**config.mk**
```make
export PLATFORM = sky130hd
export DESIGN_NAME = sdh_data_packer
export DESIGN_NICKNAME = d
export VERILOG_FILES = /design/src/rtl/sdh_pkg.sv /design/src/rtl/sdh_word_fifo.sv /design/src/rtl/sdh_rx_packer.sv /design/src/rtl/sdh_tx_unpacker.sv /design/src/rtl/sdh_data_packer.sv
export SDC_FILE = /design/constraint.sdc
export NUM_CORES = 1
export LEC_CHECK = 0
export BUFFER_PORTS_ARGS = -buffer_cell sky130_fd_sc_hd__buf_4
export CAP_MARGIN = 10
export CORE_MARGIN = 5
export CORE_UTILIZATION = 28
export CTS_BUF_LIST = sky130_fd_sc_hd__clkbuf_8
export DETAILED_ROUTE_END_ITERATION = 6
export GPL_ROUTABILITY_DRIVEN = 1
export PLACE_DENSITY = 0.52
export REMOVE_ABC_BUFFERS = 1
export SKIP_LAST_GASP = 1
export SLEW_MARGIN = 20
export SYNTH_ARGS = -nofsm -noshare
export SYNTH_HDL_FRONTEND = slang
export SYNTH_SLANG_ARGS = --single-unit
```
**constraint.sdc**
```tcl
create_clock -name clk -period 6.1 [get_ports clk]
set_input_delay 0.305 -clock clk [delete_from_list [all_inputs] [get_ports clk]]
set_output_delay 0.305 -clock clk [all_outputs]
set_load 0.005 [all_outputs]
```
**src/rtl/sdh_pkg.sv**
```systemverilog
package sdh_pkg;
  localparam int STS_W     = 10;
  localparam int STS_DATA  = 0;
  localparam int STS_SDIO  = 8;
  localparam int STS_BLOCK = 9;

  localparam logic [31:0] DBG_RESET  = 32'h0000_C60F;
  localparam logic [3:0]  MODE_DATA  = 4'h1;
  localparam logic [3:0]  MODE_PWRDN = 4'hF;
  localparam int          DBG_LVL_LSB = 4;
  localparam int          DBG_LVL_W   = 5;
  localparam int          DBG_LVL_MSB = DBG_LVL_LSB + DBG_LVL_W - 1;
endpackage

```
**src/rtl/sdh_word_fifo.sv**
```systemverilog
module sdh_word_fifo #(
  parameter int DEPTH = 16,
  parameter int W     = 32
) (
  input  logic            clk,
  input  logic            rst_n,
  input  logic            push,
  input  logic [W-1:0]    wdata,
  input  logic            pop,
  output logic [W-1:0]    rdata,
  output logic [$clog2(DEPTH):0] level,
  output logic            full,
  output logic            empty
);
  localparam int AW = $clog2(DEPTH);
  localparam int LW = AW + 1;

  logic [W-1:0]  mem [DEPTH];
  logic [AW-1:0] rd_ptr_q;
  logic [LW-1:0] level_q;
  logic          do_pop, do_push;
  logic [AW-1:0] wr_idx;

  assign full   = (level_q == LW'(DEPTH));
  assign empty  = (level_q == '0);
  assign do_pop  = pop && !empty;
  assign do_push = push && (!full || do_pop);
  assign wr_idx  = rd_ptr_q + level_q[AW-1:0];
  assign rdata   = empty ? '0 : mem[rd_ptr_q];
  assign level   = level_q;

  always_ff @(posedge clk) begin
    if (!rst_n) begin
      rd_ptr_q <= '0;
      level_q  <= '0;
    end else begin
      if (do_pop) rd_ptr_q <= rd_ptr_q + 1'b1;
      case ({do_push, do_pop})
        2'b10:   level_q <= level_q + 1'b1;
        2'b01:   level_q <= level_q - 1'b1;
        default: level_q <= level_q;
      endcase
    end
  end

  always_ff @(posedge clk) begin
    if (do_push) mem[wr_idx] <= wdata;
  end
endmodule

```
**src/rtl/sdh_rx_packer.sv**
```systemverilog
module sdh_rx_packer #(
  parameter int W = 32
) (
  input  logic         clk,
  input  logic         rst_n,
  input  logic         clr,
  input  logic         allow,
  input  logic         last,
  input  logic         in_valid,
  input  logic [7:0]   in_data,
  output logic         in_ready,
  output logic         take,
  output logic         push,
  output logic [W-1:0] push_word
);
  localparam int LANES = W / 8;
  localparam int LW    = $clog2(LANES);

  logic [W-1:0]  acc_q;
  logic [LW-1:0] lane_q;
  logic [W-1:0]  merged;

  for (genvar i = 0; i < LANES; i++) begin : g_lane
    assign merged[8*i +: 8] = (lane_q == LW'(i)) ? in_data : acc_q[8*i +: 8];
  end

  assign in_ready  = allow;
  assign take      = allow && in_valid;
  assign push      = take && ((lane_q == LW'(LANES - 1)) || last);
  assign push_word = merged;

  always_ff @(posedge clk) begin
    if (!rst_n || clr) begin
      acc_q  <= '0;
      lane_q <= '0;
    end else if (take) begin
      if (push) begin
        acc_q  <= '0;
        lane_q <= '0;
      end else begin
        acc_q  <= merged;
        lane_q <= lane_q + 1'b1;
      end
    end
  end
endmodule

```
**src/rtl/sdh_tx_unpacker.sv**
```systemverilog
module sdh_tx_unpacker #(
  parameter int W = 32
) (
  input  logic         clk,
  input  logic         rst_n,
  input  logic         clr,
  input  logic         allow,
  input  logic         fifo_empty,
  input  logic [W-1:0] fifo_word,
  input  logic         hold_off,
  input  logic         out_ready,
  output logic         pop,
  output logic         out_valid,
  output logic [7:0]   out_data,
  output logic         sent
);
  localparam int LANES = W / 8;
  localparam int CW    = $clog2(LANES) + 1;

  logic [W-1:0]  sh_q;
  logic [CW-1:0] left_q;

  assign pop       = allow && (left_q == '0) && !fifo_empty && !hold_off;
  assign out_valid = allow && (left_q != '0);
  assign out_data  = sh_q[7:0];
  assign sent      = out_valid && out_ready;

  always_ff @(posedge clk) begin
    if (!rst_n || clr) begin
      sh_q   <= '0;
      left_q <= '0;
    end else if (pop) begin
      sh_q   <= fifo_word;
      left_q <= CW'(LANES);
    end else if (sent) begin
      sh_q   <= sh_q >> 8;
      left_q <= left_q - 1'b1;
    end
  end
endmodule

```
**src/rtl/sdh_data_packer.sv**
```systemverilog
module sdh_data_packer
  import sdh_pkg::*;
#(
  parameter int DEPTH  = 16,
  parameter int BSZ_W  = 10,
  parameter int BCNT_W = 9
) (
  input  logic              clk,
  input  logic              rst_n,
  input  logic              host_wr,
  input  logic [31:0]       host_wr_data,
  input  logic              host_rd_req,
  output logic [31:0]       host_rd_data,
  input  logic              dir_read,
  input  logic              dir_write,
  input  logic              cfg_wr,
  input  logic              cfg_data_irq,
  input  logic              cfg_block_irq,
  input  logic              bsize_wr,
  input  logic [BSZ_W-1:0]  bsize_wdata,
  input  logic              bcnt_wr,
  input  logic [BCNT_W-1:0] bcnt_wdata,
  input  logic              sts_clr_wr,
  input  logic [STS_W-1:0]  sts_clr_mask,
  output logic [STS_W-1:0]  status_o,
  output logic              irq_o,
  input  logic              dbg_wr,
  input  logic [31:0]       dbg_wdata,
  output logic [31:0]       dbg_o,
  input  logic              card_rx_valid,
  input  logic [7:0]        card_rx_data,
  output logic              card_rx_ready,
  output logic              card_tx_valid,
  output logic [7:0]        card_tx_data,
  input  logic              card_tx_ready
);
  localparam int WORD_W = 32;
  localparam int LVL_W  = $clog2(DEPTH) + 1;
  localparam int REM_W  = BSZ_W + BCNT_W;

  logic [REM_W-1:0] rem_q;
  logic [BSZ_W-1:0] bsize_q, blk_left_q;
  logic             dirq_q, birq_q;
  logic [STS_W-1:0] status_q, status_d;
  logic [31:0]      dbg_q;

  logic              f_push, f_pop, f_full, f_empty;
  logic [WORD_W-1:0] f_wdata, f_rdata;
  logic [LVL_W-1:0]  f_level;

  logic              rx_allow, rx_take, rx_push;
  logic [WORD_W-1:0] rx_word;
  logic              tx_allow, tx_pop, tx_sent;
  logic              rem_nz, rem_last, byte_moved, block_hit, engine_word;

  assign rem_nz     = (rem_q != '0);
  assign rem_last   = (rem_q == REM_W'(1));
  assign rx_allow   = dir_read && rem_nz && !f_full;
  assign tx_allow   = dir_write && !dir_read && rem_nz;
  assign byte_moved = rx_take || tx_sent;
  assign block_hit  = tx_sent && (bsize_q != '0) && (blk_left_q == BSZ_W'(1));
  assign engine_word = rx_push || tx_pop;

  assign f_push  = rx_push || host_wr;
  assign f_wdata = rx_push ? rx_word : host_wr_data;
  assign f_pop   = host_rd_req || tx_pop;

  sdh_word_fifo #(.DEPTH(DEPTH), .W(WORD_W)) i_fifo (
    .clk(clk), .rst_n(rst_n),
    .push(f_push), .wdata(f_wdata),
    .pop(f_pop), .rdata(f_rdata),
    .level(f_level), .full(f_full), .empty(f_empty)
  );

  sdh_rx_packer #(.W(WORD_W)) i_rx (
    .clk(clk), .rst_n(rst_n), .clr(bcnt_wr),
    .allow(rx_allow), .last(rem_last),
    .in_valid(card_rx_valid), .in_data(card_rx_data),
    .in_ready(card_rx_ready), .take(rx_take),
    .push(rx_push), .push_word(rx_word)
  );

  sdh_tx_unpacker #(.W(WORD_W)) i_tx (
    .clk(clk), .rst_n(rst_n), .clr(bcnt_wr),
    .allow(tx_allow), .fifo_empty(f_empty), .fifo_word(f_rdata),
    .hold_off(host_rd_req), .out_ready(card_tx_ready),
    .pop(tx_pop), .out_valid(card_tx_valid), .out_data(card_tx_data),
    .sent(tx_sent)
  );

  assign host_rd_data = f_rdata;

  // Byte counter and per-block countdown
  always_ff @(posedge clk) begin
    if (!rst_n) begin
      rem_q      <= '0;
      bsize_q    <= '0;
      blk_left_q <= '0;
    end else begin
      if (bsize_wr) bsize_q <= bsize_wdata;
      if (bcnt_wr) begin
        rem_q      <= REM_W'(bcnt_wdata) * REM_W'(bsize_q);
        blk_left_q <= bsize_q;
      end else begin
        if (byte_moved) rem_q <= rem_q - 1'b1;
        if (tx_sent)
          blk_left_q <= (blk_left_q == BSZ_W'(1)) ? bsize_q : blk_left_q - 1'b1;
      end
    end
  end

  always_ff @(posedge clk) begin
    if (!rst_n) begin
      dirq_q <= 1'b0;
      birq_q <= 1'b0;
    end else if (cfg_wr) begin
      dirq_q <= cfg_data_irq;
      birq_q <= cfg_block_irq;
    end
  end

  always_comb begin
    status_d = status_q;
    if (sts_clr_wr) status_d = status_d & ~sts_clr_mask;
    if (engine_word) begin
      status_d[STS_DATA] = 1'b1;
      if (dirq_q) status_d[STS_SDIO] = 1'b1;
    end
    if (block_hit && birq_q) status_d[STS_BLOCK] = 1'b1;
  end

  always_ff @(posedge clk) begin
    if (!rst_n) status_q <= '0;
    else        status_q <= status_d;
  end

  assign status_o = status_q;
  assign irq_o    = status_q[STS_SDIO] | status_q[STS_BLOCK];

  always_ff @(posedge clk) begin
    if (!rst_n) begin
      dbg_q <= DBG_RESET;
    end else begin
      if (dbg_wr)
        dbg_q <= {dbg_wdata[31:4],
                  (dbg_wdata[3:0] == MODE_PWRDN) ? 4'h0 : dbg_wdata[3:0]};
      if (byte_moved && rem_last)
        dbg_q[3:0] <= MODE_DATA;
    end
  end

  assign dbg_o = {dbg_q[31:DBG_LVL_MSB+1], DBG_LVL_W'(f_level), dbg_q[DBG_LVL_LSB-1:0]};
endmodule

```
# After elaboration in Yosys (flattened, before gate mapping)
# Memory sizes are Yosys's and may differ from the RTL's. A register that Yosys moved wholly into a read port is not among the register bits.
# Cells that the tools add are included.
[word_totals]
reg_bits = 161
mem_bits_rw = 512
out_inout_bits = 85
memories = 1
[memory_table]
columns = ["memory", "words", "width", "read_ports", "rd_ports_with_merged_regs", "write_ports", "line_no", "source"]
rows = [
  ["i_fifo.mem", 16, 32, 1, 1, 1, "sdh_word_fifo.sv:18", "logic [W-1:0] mem [DEPTH];"],
]
[classes]
addsub = 8
n_mul = 1
eq_ne = 9
muxes = 30
bitwise_logic = 4
n_reduce_logical = 44
[ops]
columns = ["op", "n"]
rows = [
  ["$mux W32", 5],
  ["$mux W10", 4],
  ["$mux W19", 2],
  ["$mux W8", 4],
  ["$mux W4", 5],
  ["$eq A19 B1 Y1 const B", 1],
  ["$mul A9 B10 Y19", 1],
  ["$reduce_bool A19 Y1", 1],
  ["$sub A19 B1 Y19 const B", 1],
  ["$logic_and A1 B1 Y1", 17],
  ["$reduce_bool A2 Y1", 7],
  ["$and A10 B10 Y10", 1],
  ["$eq A10 B1 Y1 const B", 1],
  ["$not A10 Y10", 1],
  ["$pmux W5 S2", 1],
  ["$reduce_bool A10 Y1", 1],
  ["$sub A10 B1 Y10 const B", 1],
  ["$logic_or A1 B1 Y1", 7],
  ["$eq A2 B2 Y1 const B", 3],
  ["$mux W1", 6],
  ["$mux W3", 2],
  ["$add A5 B1 Y5 const B", 1],
  ["$eq A5 B5 Y1 const B", 1],
  ["$logic_not A1 Y1", 5],
  ["other kinds (15)", 17],
]

# Logic depth before layout (Yosys ltp)
# Gate-level depths: netlist of run 1.
[logic_depth]
ltp_word = 12
ltp_mapped = 17
ltp_nobuf = 16

# Hierarchy
# A second synthesis of run 1 with hierarchy kept.
[hier_totals]
cells_unflattened = 2016
hier_area_um2 = 30445.4
[modules_own_cells]
columns = ["module", "instances", "cells_each", "area_per_inst_um2", "seq_area_each_um2"]
rows = [
  ["sdh_word_fifo", 1, 895, 20385.8, 15635.0],
  ["sdh_data_packer", 1, 780, 6759.0, 1561.5],
  ["sdh_rx_packer", 1, 153, 1754.2, 680.7],
  ["sdh_tx_unpacker", 1, 188, 1546.5, 700.7],
]

# Worst setup path before layout of run 1
# Ideal clock, no wire load.
[synth_path]
kind = "register to register"
from = "reg rem_q[0]"
to = "mem i_fifo.mem[0][0] (enable)"
arrival_ps = 4703
t_required_ps = 5598
path_slack_ps = 895
stages_incl_launch_ff = 9
n_path_buf = 1
period_less_slack_ps = 5205
cell_sequence = "dfxtp_1 -> inv_1 -> ha_1 -> and4b_1 -> buf_2 -> a21boi_2 -> and2_4 -> o32ai_4 -> nor4_1"
[synth_between]
elab_chain_cells = 11
word_cells_on_any_way = 18
classes_between = "eq/ne: 1; mux: 2; reduce/logical: 15"
[synth_rtl]
columns = ["element", "line_no", "source"]
rows = [
  ["from (decl)", "sdh_data_packer.sv:41", "logic [REM_W-1:0] rem_q;"],
  ["from (signal assigned)", "sdh_data_packer.sv:102", "rem_q <= REM_W'(bcnt_wdata) * REM_W'(bsize_q);"],
  ["from (signal assigned)", "sdh_data_packer.sv:105", "if (byte_moved) rem_q <= rem_q - 1'b1;"],
  ["$reduce_bool A19 Y1", "sdh_data_packer.sv:56", "assign rem_nz = (rem_q != '0);"],
  ["$logic_and A1 B1 Y1", "sdh_data_packer.sv:59", "assign tx_allow = dir_write && !dir_read && rem_nz;"],
  ["$logic_and A1 B1 Y1 (3 in series)", "sdh_tx_unpacker.sv:23", "assign pop = allow && (left_q == '0) && !fifo_empty && !hold_off;"],
  ["$logic_or A1 B1 Y1", "sdh_data_packer.sv:66", "assign f_pop = host_rd_req || tx_pop;"],
  ["$logic_and A1 B1 Y1", "sdh_word_fifo.sv:26", "assign do_pop = pop && !empty;"],
  ["$logic_or A1 B1 Y1", "sdh_word_fifo.sv:27", "assign do_push = push && (!full || do_pop);"],
  ["$logic_and A1 B1 Y1 (*)", "sdh_word_fifo.sv:27", ""],
  ["$mux W1 (*)", "sdh_word_fifo.sv:47", "if (do_push) mem[wr_idx] <= wdata;"],
  ["$mux W1 (implied by the code) (*)", "sdh_word_fifo.sv:47", ""],
  ["to (decl)", "sdh_word_fifo.sv:18", ""],
]
# Mark *: on every way between the ends. The rest lies on a longest branch, timed or not.

# Worst setup path after layout of run 1
[layout_path]
from = "reg bsize_q[5]"
to = "reg rem_q[16]"
[layout_between]
elab_chain_cells = 2
[layout_rtl]
columns = ["element", "line_no", "source"]
rows = [
  ["from (decl)", "sdh_data_packer.sv:42", "logic [BSZ_W-1:0] bsize_q, blk_left_q;"],
  ["from (signal assigned)", "sdh_data_packer.sv:100", "if (bsize_wr) bsize_q <= bsize_wdata;"],
  ["$mul A9 B10 Y19", "sdh_data_packer.sv:102", ""],
  ["$mux W19", "sdh_data_packer.sv:101", "if (bcnt_wr) begin"],
]
# Every way passes these cells.
# A chain may end at the register's enable or synchronous reset.

==> metrics.csv, run 1 <==
stage,metric,value,unit
outcome,status,"complete, no violations",
clock_tree,numCtsBuffers,109,
global_routing,grt_pass1_wl,127,mm
drt,drt_iter0_drc,1506,
floorplanning,num_io_pins,201,
power,clock_power_share,29.3,%
drt,wl_met2,40.4,mm
yosys,synth_cell_types,77,
min_path,hold_end,i_fifo.mem[4][18],
power,peakVddDrop,247,uV
global_routing,grtUsageTotal,14.9,%
clock_tree,clk_path_buf_depth,3,
drt,first_pass_iters,5,
clock_tree,clock-root-buffer,clkbuf_8,
worst_setup_path,startpoint,bsize_q[5],
min_path,holdPathStages,3,
yosys,synth-seq-area-share,61.8,%
drt,vias,18900,
global_routing,grt_overflow_total,0,
worst_setup_path,reg2reg_slack,1.40,ns
clock_tree,htreeDepth,3,
worst_setup_path,ff2ff_path_depth,15,
timing,worst_slew_pin_slew,1.12,ns
drt,highest_layer,met4,
floorplanning,start_util,28.1,%
drt,viasPerCell,4.92,
timing,setup_violations,0,
global_routing,grt_pass1_vias,20100,
min_path,hp-start,host_wr_data[18],
yosys,ys.flop_type,edfxtp_1,
worst_setup_path,end_kind,register,
floorplanning,die_width,338,um
timing,rsz0062_at_grt,no,
drt,met3_length,6.31,mm
drt,drc_errors,0,
clock_tree,cts_tree,built,
floorplanning,rows,120,
floorplanning,dieArea,114000,um^2
placement,io_buffers,195,
job,drv_cap,0,
timing,period_share,77.1,%
power,power_frac_seq,43.5,%
worst_setup_path,critPathKind,reg -> reg,
drt,wl_per_cell,22.4,um
yosys,synth_seq_cells,672,
worst_setup_path,critPathArrivalTime,5.30,ns
power,p_leak,12.8,nW
clock_tree,clock-sinks,672,
yosys,ys_async_sr_fraction,0,%
timing,slew_headroom,25.1,%
yosys,syn_area,30100,um^2
drt,wl,86.1,mm
placement,dp_hpwl,53.0,mm
clock_tree,path_clk_slew,0.06,ns
yosys,syn-mean-instance-area,14.9,um^2
timing,finalSetupTns,0,ns
power,comb_power_share,27.2,%
timing,slew_viol_final,0,
power,netSwitchingFraction,31.6,%
global_routing,grt_max_degree,66,
cells_and_area,area.growth.synth_to_final,20.4,%
placement,dpl.cell_count,3552,
yosys,synthesis.instances,2020,
placement,gp_congestion,0.805,
clock_tree,clock_latency,0.74,ns
timing,fmax,0.213,GHz
global_routing,grt_antenna_before_repair,3,
yosys,synth_edf_count,512,
yosys,ys_warn_count,0,
power,power-per-cell-area,356,nW/um^2
floorplanning,die_y,338,um
floorplanning,placeableCoreArea,107000,um^2
timing,min_period,4.70,ns
cells_and_area,fill_cells,10500,
cells_and_area,final_cells,3837,
worst_setup_path,r2r_start,bsize_q[5],
power,p_int,8.82,mW
min_path,hold_class,in -> reg,
timing,fin_worst_skew,0.0616,ns
cells_and_area,fin_nets,2574,
worst_setup_path,path_max_fanout,12,
power,total_power,12.9,mW
worst_setup_path,critPathRequiredTime,6.70,ns
drt,drtAntennaViolNets,0,
power,switchingPower,4.08,mW
timing,finalHoldViolCount,0,
worst_setup_path,start_kind,register,
drt,drt-met1-wl,37.8,mm
worst_setup_path,r2r_end,rem_q[16],
cells_and_area,drive_above_1_share,23.6,%
state kept, by name (all words and copies together), names as in the netlist, named ones only:
name,flops
i_fifo.rd_ptr_q,4
i_rx.lane_q,2
birq_q,1
i_fifo.mem,512
dirq_q,1
i_fifo.level,5
i_tx.sh_q,32
bsize_q,10
dbg_q,27
status_o,10
rem_q,19
i_tx.left_q,3
blk_left_q,10
i_rx.acc_q,32
worst max-delay path: stages (launching register included):
cell and delay, ns:
dfxtp_1 0.65, nand2_1 0.16, fa_1 0.54, fa_1 0.54
inv_1 0.05, fa_1 0.48, inv_1 0.06, fa_1 0.48
inv_1 0.04, ha_1 0.33, a21oi_1 0.25, o211a_1 0.23
nor2_1 0.09, a221oi_1 0.37, xor2_1 0.22, o21ai_0 0.09
cell type report:
class	instances	area [um^2]	area share, %
repair buffers	337	2760	7.61
diodes	2	5.00	0.0138
multi-input cells	1129	10600	29.4
flip-flops and latches	672	18600	51.4
clock inverters	87	526	1.45
inverters	93	349	0.965
clock buffers	114	1570	4.34
well taps	1403	1760	4.85
logic make-up (layout without fill, tap and decap cells):
group / count (synthesis) / in the layout / share of synthesized area (%)
mux: 253 / 253 / 14.1
fa+ha+maj: 116 / 116 / 6.30
xor+xnor: 32 / 32 / 0.932
other cells: 0 / 2 / 0
buf+inv: 219 / 631 / 3.26
compound gates: 298 / 298 / 6.53
simple gates: 430 / 430 / 7.09
flops: 672 / 672 / 61.8
cell usage after synthesis (4+ instances only):
master	count	area share (%)
nand2_1	167	2.1
xor2_1	12	0.35
o21ai_1	5	0.083
mux4_2	136	10
mux2i_1	117	3.9
and2_1	62	1.3
a32o_1	33	1.1
buf_1	10	0.12
o31ai_1	4	0.10
a21o_1	12	0.30
clkbuf_1	64	0.80
nand2b_1	6	0.12
buf_2	22	0.37
and3_1	20	0.42
nor4_1	21	0.44
o21ai_0	91	1.5
fa_1	59	3.9
nor2b_1	14	0.29
buf_4	25	0.62
a31oi_1	29	0.60
dfxtp_1	160	11
nand3_1	16	0.27
a21oi_1	56	0.93
a211oi_1	4	0.10
o22ai_1	28	0.58
ha_1	57	2.4
inv_1	93	1.2
edfxtp_1	512	51
a22oi_1	4	0.10
buf_6	5	0.19
nor2_1	67	0.84
xnor2_1	20	0.58
nor3_1	26	0.43
power by group through the flow:
stage	Sequential [mW]	Combinational [mW]	Clock (mW)
after floorplan	5.79	2.11	0
after global placement	5.69	3.50	0
after detailed placement	5.71	3.55	0
after CTS	5.62	3.60	3.89
after global routing	5.65	3.82	4.11
final	5.61	3.51	3.78
metrics by stage:
step / cell area (um^2) / hold slack (ns) / worst slack [ns] / util (%)
after floorplan: 29400 / 0.367 / -0.790 / -
after global placement: 33300 / 0.420 / 1.45 / 31.1
after detailed placement: 33300 / 0.425 / 1.45 / 31.1
after CTS: 36200 / 0.00207 / 1.43 / 33.8
after global routing: 36200 / 0.0286 / 1.11 / 33.8
final: 36200 / 0.0422 / 1.40 / 33.8
how the worst max path moves through the flow:
stage | to | slack (ns)
after floorplan | i_tx.sh_q[24] | -0.79
after global placement | rem_q[16] | 1.45
after detailed placement | rem_q[16] | 1.45
after CTS | rem_q[16] | 1.43
after global routing | rem_q[16] | 1.11
final | rem_q[16] | 1.40
routing by layer:
metal / track usage [%] / up-vias
li1: - / 8335
met1: 20.6 / 9791
met2: 24.1 / 646
met3: 3.58 / 124
met4: 3.35 / 0
met5: 0 / -
what timing repair did:
| item | in CTS | in global routing |
|---|---|---|
| hold buffers | 80 | 0 |
| setup buffers | 0 | 0 |
| endpoints found under the hold margin | 57 | 0 |
| gates resized for setup | 0 | 0 |
cells in the final DEF (no fill, tap or decap), drive strengths merged, types with 12 or more instances in the layout:
cell / instances
edfxtp: 512
buf: 257
nand2: 167
dfxtp: 160
inv: 146
mux4: 136
mux2i: 117
clkbuf: 114
o21ai: 97
dlygate4sd3: 80
nor2: 70
and2: 63
fa: 59
ha: 57
a21oi: 56
a32o: 33
o22ai: 30
a31oi: 29
clkinv: 29
nor3: 27
nor4: 23
and3: 20
xnor2: 20
nand3: 16
nor2b: 14
a21o: 12
xor2: 12
Note: power is estimated with default switching activity, not from simulation.
==> run 2: changes to the inputs <==
==> constraint.sdc (replaced) <==
create_clock -name clk -period 4.6 [get_ports clk]
set_input_delay 0.23 -clock clk [delete_from_list [all_inputs] [get_ports clk]]
set_output_delay 0.23 -clock clk [all_outputs]
set_load 0.005 [all_outputs]
==> run 2 against run 1 <==
Against the previous run: clock skew is 0.0098 ns lower; first-iteration DRC count is 4.5% lower; maximum frequency is 9.4% higher; combinational power is 38% higher; die area stayed put; cell count is 1.9% higher; critical endpoint is now rem_q[15]; largest cell class unchanged; highest routed layer is now met5.
==> metrics.csv, run 2 (synthesis gave the netlist of run 1 again) <==
stage,metric,value,unit,change
outcome,status,"complete, no violations",,
floorplanning,rows,120,,unchanged
cells_and_area,fill_cells,10300,,-1.6%
worst_setup_path,critPathRequiredTime,5.24,ns,-1.46 ns
floorplanning,die_y,338,um,unchanged
worst_setup_path,cpMostUsedCell,fa_1,,
timing,fin_worst_skew,0.0518,ns,-0.00983 ns
clock_tree,numCtsBuffers,111,,+1.8%
cells_and_area,final_common_cell,edfxtp_1,,
cells_and_area,fin_nets,2641,,+2.6%
placement,dp_hpwl,54.3,mm,+2.5%
drt,viasPerCell,4.88,,-0.88%
power,netSwitchingFraction,31.6,%,about the same
cells_and_area,area.growth.synth_to_final,22.9,%,
global_routing,grt_antenna_before_repair,9,,+6
global_routing,grt_pass1_wl,127,mm,+0.17%
timing,setup_violations,0,,unchanged
drt,drt_iter0_drc,1438,,-4.5%
power,p_int,11.9,mW,+35%
placement,dpl.cell_count,3573,,+0.59%
min_path,hp-start,host_wr_data[25],,
global_routing,grtUsageTotal,14.9,%,-0.066 points
worst_setup_path,path_max_fanout,9,,-3
timing,slew_viol_final,0,,unchanged
worst_setup_path,cp_slowest_stage_delay,0.51,ns,-0.14 ns
timing,period_share,93.4,%,+16 points
cells_and_area,multiInputGateArea,10600,um^2,about the same
drt,wl_per_cell,22.1,um,-1.6%
cells_and_area,top_regs,"i_fifo.mem: 512 flops, i_rx.acc_q: 32 flops, i_tx.sh_q: 32 flops",,
floorplanning,start_util,28.1,%,unchanged
timing,rsz0062_at_grt,no,,
worst_setup_path,critPathArrivalTime,4.93,ns,-0.37 ns
drt,vias,19100,,+0.98%
power,switchingPower,5.49,mW,+35%
cells_and_area,final_cells,3909,,+1.9%
job,drv_cap,0,,unchanged
min_path,hold_class,in -> reg,,
worst_setup_path,r2r_start,bsize_q[7],,
worst_setup_path,start_kind,register,,
placement,io_buffers,195,,unchanged
power,peakVddDrop,312,uV,+27%
global_routing,grt_pass1_vias,20000,,-0.42%
worst_setup_path,end_kind,register,,
floorplanning,die_width,338,um,unchanged
min_path,holdPathStages,4,,+1
drt,drtAntennaViolNets,0,,unchanged
worst_setup_path,ff2ff_path_depth,15,,unchanged
power,comb_power_share,28.0,%,+0.8 points
cells_and_area,largest-register,i_fifo.mem,,
clock_tree,path_clk_slew,0.06,ns,about the same
floorplanning,num_io_pins,201,,unchanged
drt,drc_errors,0,,unchanged
cells_and_area,drive_above_1_share,24.5,%,+0.89 points
drt,wl,86.3,mm,+0.26%
clock_tree,htreeDepth,3,,unchanged
worst_setup_path,cp_cell_sequence,"buf_4, and2_1, fa_1, fa_1, fa_1, inv_1, fa_1, inv_1, ha_1, a21oi_1, o221ai_1, a21oi_1, o21ai_0, xnor2_1, a211oi_1",,
timing,fmax,0.233,GHz,+9.4%
placement,gp_congestion,0.799,,-0.67%
cells_and_area,largest_reg_flops,512,,unchanged
clock_tree,clock-root-buffer,clkbuf_8,,
power,clock_power_share,29.7,%,+0.4 points
clock_tree,post_cts_buffers,0,,unchanged
clock_tree,clk_path_buf_depth,3,,unchanged
clock_tree,clock_latency,0.75,ns,about the same
global_routing,grt_overflow_total,0,,unchanged
power,power-per-cell-area,470,nW/um^2,+32%
worst_setup_path,r2r_end,rem_q[15],,
cells_and_area,layout_common_cells,"512 x edfxtp_1, 272 x buf_4, 166 x nand2_1, 155 x dfxtp_1",,
timing,finalHoldViolCount,0,,unchanged
timing,min_period,4.29,ns,-0.406 ns
timing,worst_slew_pin_slew,1.13,ns,+0.00584 ns
floorplanning,dieArea,114000,um^2,unchanged
clock_tree,cts_tree,built,,
cells_and_area,seq_area,18600,um^2,about the same
drt,first_pass_iters,6,,+1
global_routing,grt_max_degree,59,,-11%
clock_tree,clock-sinks,672,,unchanged
floorplanning,placeableCoreArea,107000,um^2,unchanged
power,p_leak,13.2,nW,+2.6%
worst_setup_path,critPathKind,reg -> reg,,
timing,finalSetupTns,0,ns,unchanged
worst_setup_path,reg2reg_slack,0.31,ns,-1.09 ns
min_path,hold_end,i_fifo.mem[1][25],,
worst_setup_path,cp_slowest_cell,fa_1,,
power,power_frac_seq,42.4,%,-1.1 points
timing,slew_headroom,24.4,%,-0.75 points
-- run 2: cell count changes in the layout (fill, tap and decap cells not counted), moves of 3 or more --
cell,delta
dlygate4sd3_1,+45
buf_4,+17
clkbuf_8,+14
clkinv_1,-6
inv_1,-4
o21ai_0,+4
o21ai_1,-4
buf_12,+3
bufinv_16,-3
inv_12,+3
-- run 2: power groups by stage --
stage	combinational, mW	sequential [mW]	clock (mW)
global placement	4.83	7.45	0
CTS	4.99	7.36	5.28
finish	4.86	7.35	5.15
detailed placement	4.89	7.49	0
floorplan	2.80	7.68	0
global route	5.28	7.40	5.55
-- run 2: per-layer routing --
metal  up-vias  GRT usage, %  wire, um
met4         6          3.44      1560
met3       111          2.97      5130
met5         -             0        34
met1      9922          21.0     39100
met2       568          23.9     40500
li1       8474             -         -
-- run 2: cell type report --
cell class,instances,share of cell area (%)
antenna,3,0.0203
tap,1403,4.75
inverter,93,0.945
clock buffer,128,4.77
multi-input combinational,1129,28.8
sequential,672,50.3
clock inverter,79,1.22
timing repair buffer,402,9.18
-- run 2: worst max-delay path by stage --
stage | start | end | slack [ns] | cells past startpoint
after CTS | bsize_q[3] | rem_q[16] | 0.23 | 15
after detailed placement | bsize_q[3] | rem_q[16] | 0.24 | 15
final | bsize_q[7] | rem_q[15] | 0.31 | 15
after global routing | bsize_q[8] | rem_q[17] | 0.02 | 15
after floorplan | register | i_tx.sh_q[24] | -2.29 | 4
after global placement | bcnt_wdata[0] | rem_q[16] | 0.22 | 16
-- run 2: metrics by stage --
step	hold slack [ns]	power [mW]	utilization (%)	worst slack [ns]	area [um^2]
5_1_grt	0.0230	18.2	34.6	0.0241	36900
4_1_cts	0.00123	17.6	34.5	0.232	36900
3_3_place_gp	0.405	12.3	31.3	0.218	33500
2_1_floorplan	0.292	10.5	-	-2.29	29400
3_5_place_dp	0.410	12.4	31.3	0.237	33500
6_report	0.0531	17.4	34.6	0.305	37000
-- run 2: critical path: cells and delay by family (launching register included) --
family	cells	cell delay [ns]
compound gates	5	0.98
simple gates	1	0.16
flops	1	0.35
fa+ha+maj	5	2.29
buf+inv	3	0.27
xor+xnor	1	0.14
-- run 2: what timing repair did --
action / 4_1_cts / 5_1_grt
setup endpoints to repair: 0 / 1
hold buffers: 124 / 1
hold endpoints to repair: 318 / 2
resized for setup: 0 / 4
